===== config.mk =====
export PLATFORM = sky130hd
export DESIGN_NAME = pcm_clk_sync_gen
export DESIGN_NICKNAME = d
export VERILOG_FILES = /design/src/rtl/pcm_clk_sync_gen.sv
export SDC_FILE = /design/constraint.sdc
export NUM_CORES = 1
export LEC_CHECK = 0
export ABC_AREA = 1
export BUFFER_PORTS_ARGS = -buffer_cell sky130_fd_sc_hd__buf_2
export CORE_MARGIN = 5
export CORE_UTILIZATION = 50
export DETAILED_ROUTE_END_ITERATION = 8
export PLACE_DENSITY = 0.69
export SLEW_MARGIN = 40
export SYNTH_ARGS = -nofsm -noshare
export SYNTH_HDL_FRONTEND = slang
export SYNTH_SLANG_ARGS = --single-unit

===== constraint.sdc =====
create_clock -name clk -period 5.2 [get_ports clk]
set_input_delay 0.52 -clock clk [delete_from_list [all_inputs] [get_ports clk]]
set_output_delay 0.52 -clock clk [all_outputs]
set_load 0.005 [all_outputs]

===== src/rtl/pcm_clk_sync_gen.sv =====
module pcm_clk_sync_gen #(
  parameter int LIM_W     = 13,
  parameter int RATE_W    = 8,
  parameter int DIV_W     = 8,
  parameter int FIX_LIMIT = 125,
  parameter int FIX_RATE  = 32
) (
  input  logic        clk,
  input  logic        rst_n,
  input  logic        en,
  input  logic [4:0]  ctl,
  input  logic [31:0] lj_word,
  output logic        pcm_clk,
  output logic        pcm_sync,
  output logic        rise_stb,
  output logic        fall_stb
);

  localparam int ACC_W = LIM_W + 1;
  localparam int SUM_W = ACC_W + 1;
  localparam int CNT_W = DIV_W + 3;

  logic [4:0]       act_ctl;
  logic [31:0]      act_word;
  logic [ACC_W-1:0] acc;
  logic [CNT_W-1:0] bcnt;
  logic             live;

  function automatic logic [LIM_W-1:0] f_limit(input logic [4:0] c, input logic [31:0] w);
    return c[3] ? w[LIM_W-1:0] : LIM_W'(FIX_LIMIT);
  endfunction

  function automatic logic [RATE_W-1:0] f_rate(input logic [4:0] c, input logic [31:0] w);
    if (c[3]) return w[16 +: RATE_W];
    case (c[1:0])
      2'b10:   return RATE_W'(FIX_RATE);
      2'b01:   return RATE_W'(FIX_RATE / 4);
      default: return RATE_W'(FIX_RATE / 2);
    endcase
  endfunction

  function automatic logic [CNT_W-1:0] f_last(input logic [4:0] c, input logic [31:0] w);
    logic [DIV_W-1:0] d;
    if (c[3]) d = w[24 +: DIV_W];
    else begin
      case (c[1:0])
        2'b10:   d = DIV_W'(8);
        2'b01:   d = DIV_W'(2);
        default: d = DIV_W'(4);
      endcase
    end
    return {d, 3'b000} - CNT_W'(1);
  endfunction

  function automatic logic [CNT_W-1:0] f_wid(input logic [4:0] c, input logic [31:0] w);
    if (!c[2]) return CNT_W'(1);
    return (c[3] && w[13]) ? CNT_W'(16) : CNT_W'(8);
  endfunction

  logic [SUM_W-1:0] sum;
  logic [LIM_W-1:0] lim;
  logic             tog, rising, frame_end;
  logic [4:0]       nxt_ctl;
  logic [31:0]      nxt_word;
  logic [CNT_W-1:0] nxt_cnt;
  logic             unused_bits;

  assign lim       = f_limit(act_ctl, act_word);
  assign sum       = SUM_W'(acc) + SUM_W'(f_rate(act_ctl, act_word));
  assign tog       = sum >= SUM_W'(lim);
  assign rising    = tog && !pcm_clk;
  assign frame_end = !live || (bcnt == f_last(act_ctl, act_word));
  assign nxt_ctl   = frame_end ? ctl : act_ctl;
  assign nxt_word  = frame_end ? lj_word : act_word;
  assign nxt_cnt   = frame_end ? '0 : bcnt + CNT_W'(1);
  assign unused_bits = ^{lj_word[15:14], act_word[15:14]};

  always_ff @(posedge clk or negedge rst_n) begin
    if (!rst_n) begin
      act_ctl  <= '0;
      act_word <= '0;
      acc      <= '0;
      bcnt     <= '0;
      live     <= 1'b0;
      pcm_clk  <= 1'b0;
      pcm_sync <= 1'b0;
      rise_stb <= 1'b0;
      fall_stb <= 1'b0;
    end else if (!en) begin
      act_ctl  <= ctl;
      act_word <= lj_word;
      acc      <= '0;
      bcnt     <= '0;
      live     <= 1'b0;
      pcm_clk  <= 1'b0;
      pcm_sync <= 1'b0;
      rise_stb <= 1'b0;
      fall_stb <= 1'b0;
    end else begin
      rise_stb <= rising;
      fall_stb <= tog && pcm_clk;
      acc      <= tog ? ACC_W'(sum - SUM_W'(lim)) : ACC_W'(sum);
      if (tog) pcm_clk <= !pcm_clk;
      if (rising) begin
        live     <= 1'b1;
        bcnt     <= nxt_cnt;
        act_ctl  <= nxt_ctl;
        act_word <= nxt_word;
        pcm_sync <= !nxt_ctl[4] && (nxt_cnt < f_wid(nxt_ctl, nxt_word));
      end
    end
  end

  a_r1_idle_low: assert property (@(posedge clk) disable iff (!rst_n)
    !en |=> (!pcm_clk && !pcm_sync && !rise_stb && !fall_stb));

  a_r9_strobe_excl: assert property (@(posedge clk) disable iff (!rst_n)
    $onehot0({rise_stb, fall_stb}));

  a_r9_rise_edge: assert property (@(posedge clk) disable iff (!rst_n)
    $rose(pcm_clk) |-> rise_stb);

  a_r9_fall_edge: assert property (@(posedge clk) disable iff (!rst_n)
    fall_stb |-> (!pcm_clk && $past(pcm_clk)));

  a_r11_sync_on_rise: assert property (@(posedge clk) disable iff (!rst_n)
    ($past(en) && !rise_stb) |-> $stable(pcm_sync));

  a_r7_suppress: assert property (@(posedge clk) disable iff (!rst_n)
    pcm_sync |-> !act_ctl[4]);

endmodule


==> out/qor.yml <==
hold_buffers: 0
worst-setup-path-type: "register to register"
path_clk_slew_ns: 0.08
core-area_um2: 8721
viasPerCell: 5.175
clock-root-buffer: "clkbuf_8"
maxSlewViolCount: 0
ys_ff_latch: 65
die_y_um: 104.4
netlist_area_um2: 4456
reg2reg_from: "act_ctl[3]"
vdd_ir_drop_max_mv: 0.3223
crit_path_max_incr_delay_ns: 0.58
ant_nets: 0
antenna_found_initial: 0
fmax_mhz: 218.7
clock-sinks: 65
grt_use_met2: 0.2986
numCtsBuffers: 9
critPathLaunchType: "register"
globalRoute.busiestLayer: "met2"
synthCells: 601
layout_common_cells: "nand2_1 (180), nand3_1 (66), dfrtp_1 (65)"
start_util: 0.5109
cts_resized: 0
p_leak_nw: 2.665
dp_hpwl_mm: 7.329
tritoncts: "built"
syn_area_per_cell_um2: 7.414
worstMarginPinSlew_ns: 0.6702
rows: 34
use_met3: 0.05400
grt_pass1_vias: 3825
use_met1: 0.2749
synth.top_cell.area_share: 0.3651
final_cell_area_um2: 4945
hold_violations: 0
mostFrequentLayoutCell: "nand2_1"
post_drt_wl_per_cell_um: 13.58
firstDrtPassIters: 4
ios: 44
crit_chain: "inv_2 -> nand2_4 -> nand2_1 -> ha_1 -> a21o_1 -> a31oi_1 -> inv_1 -> a21oi_1 -> nor2_1 -> nor2_1 -> xor2_1 -> inv_1 -> ha_1 -> a21oi_1 -> o21ai_0 -> nand2_1 -> o2111ai_1 -> nand2_1 -> nand2_1 -> nand2_1 -> nand2_1 -> nand2_2 -> nand2_1 -> nand2_1"
wl_mm: 10.18
relSlewSlack: 0.5516
setup_viol: 0
rsz0062_at_grt: "false"
crit_path_end_kind: "register"
drc: 0
path_delay_family: "simple AND/OR/NAND/NOR gates"
synth-seq-area-share: 0.3651
cp_num_buf_inv: 3
max_cap_viol_count: 0
dieArea_um2: 10900
post-synth-top-area-cell: "dfrtp_1"
layout-drive-gt1-share: 0.1246
postLayoutCoreUtil: 0.5670
antenna_cells: 0
finalSetupTns_ns: 0
crit_slowest_cell: "dfrtp_1"
cts_setup_buffers: 0
status: "finished clean"
fin_skew_ns: 0.01357
syn_nets: 670
fin_crit_sh: 0.8795
grt_pass1_wl_mm: 17.74
drt_iter0_markers: 296
numPortBuffers: 41
power_density_nw_per_um2: 777.1
fin_crit_ns: 4.573
clk_path_buf_depth: 2
die_w_um: 104.4
globalplace.congestion: 0.8527
area_growth_pct: 10.98
cp_data_arrival_time_ns: 4.86
dpl_cell_area_um2: 4726
htree_levels: 3
worstPathRequired_ns: 5.48
grt_max_degree: 66
hold_class: "input port to asynchronous set/reset pin"
yosysWarnings: 0
nets: 706
grt.total_usage: 0.1953
via_count: 3881
clk_latency_ns: 0.35
grt-ovfl-total: 0
critPathMaxFanout: 31
cpMostUsedCell: "nand2_1"
ys_types: 38
synth_area_leaders: "dfrtp_1 (37%), nand2_1 (15%), ha_1 (7.6%)"
crit_start: "act_ctl[3]"
[worst paths after layout]
kind | depth (start not counted) | to | slack [ns]
setup / recovery | 24 | act_word[4] | 0.63
hold / removal | 2 | act_word[10] | 0.25
setup reg to reg | 24 | act_word[4] | 0.63
hold reg to reg | 2 | act_word[10] | 0.48
max in group asynchronous | 2 | act_ctl[0] | 4.51
min in group clk | 3 | act_word[7] | 0.39
[where the power goes]
group          total [mW]  leakage, nW  switching (mW)  internal [mW]
Combinational        2.52         1.74            1.61          0.913
Clock               0.462        0.105           0.202          0.260
Sequential          0.857        0.823           0.138          0.719
[cell families (layout without fill, tap and decap cells)]
kind of cell,Yosys count,count (layout),synth area share
compound gates,86,86,0.1056
fa+ha+maj,29,29,0.08481
xor+xnor,30,30,0.05897
simple gates,308,308,0.3064
buf+inv,83,124,0.07919
flops,65,65,0.3651
[metrics by stage]
stage / power [mW] / hold slack, ns / worst slack (ns) / cells
final: 3.842 / 0.2550 / 0.6267 / 750
after global routing: 4.256 / 0.2938 / 0.1050 / 750
after detailed placement: 3.351 / 0.4608 / 0.6590 / 734
after global placement: 3.281 / 0.4560 / 0.7303 / 734
after CTS: 3.846 / 0.3717 / 0.6263 / 750
after floorplan: 2.842 / 0.2244 / 1.241 / 601
[Yosys cell counts, drive strengths merged]
cell type,n
xnor2,8
nand3,68
xor2,22
a21boi,1
o31ai,1
o221ai,1
clkbuf,1
dfrtp,65
o2111ai,1
or2,1
nand4,8
a31oi,3
nor3,3
buf,20
a21o,2
a21oi,34
nor3b,2
inv,62
o21ai,34
a211oi,1
o22ai,6
o211ai,2
fa,2
ha,27
nor2,35
nand2,189
nand3b,2
[flip-flops by register name (all words and copies together) (netlist names)]
name / count
bcnt: 11
acc: 14
pcm_clk: 1
pcm_sync: 1
act_word: 30
live: 1
rise_stb: 1
fall_stb: 1
act_ctl: 5
[cell type report]
class	count	area [um^2]
Clock buffer	12	165.2
Clock inverter	4	50.05
Fill cell	801	3776
Inverter	62	232.7
Multi-Input combinational cell	453	2476
Sequential cell	65	1627
Tap cell	108	135.1
Timing Repair Buffer	46	259.0
[layer usage]
metal	wire (um)	vias to the layer above
li1	-	2033
met1	5188	1768
met2	4410	74
met3	517	6
met4	66	0
met5	0	-
No activity file was read; power rests on OpenSTA's default activity.
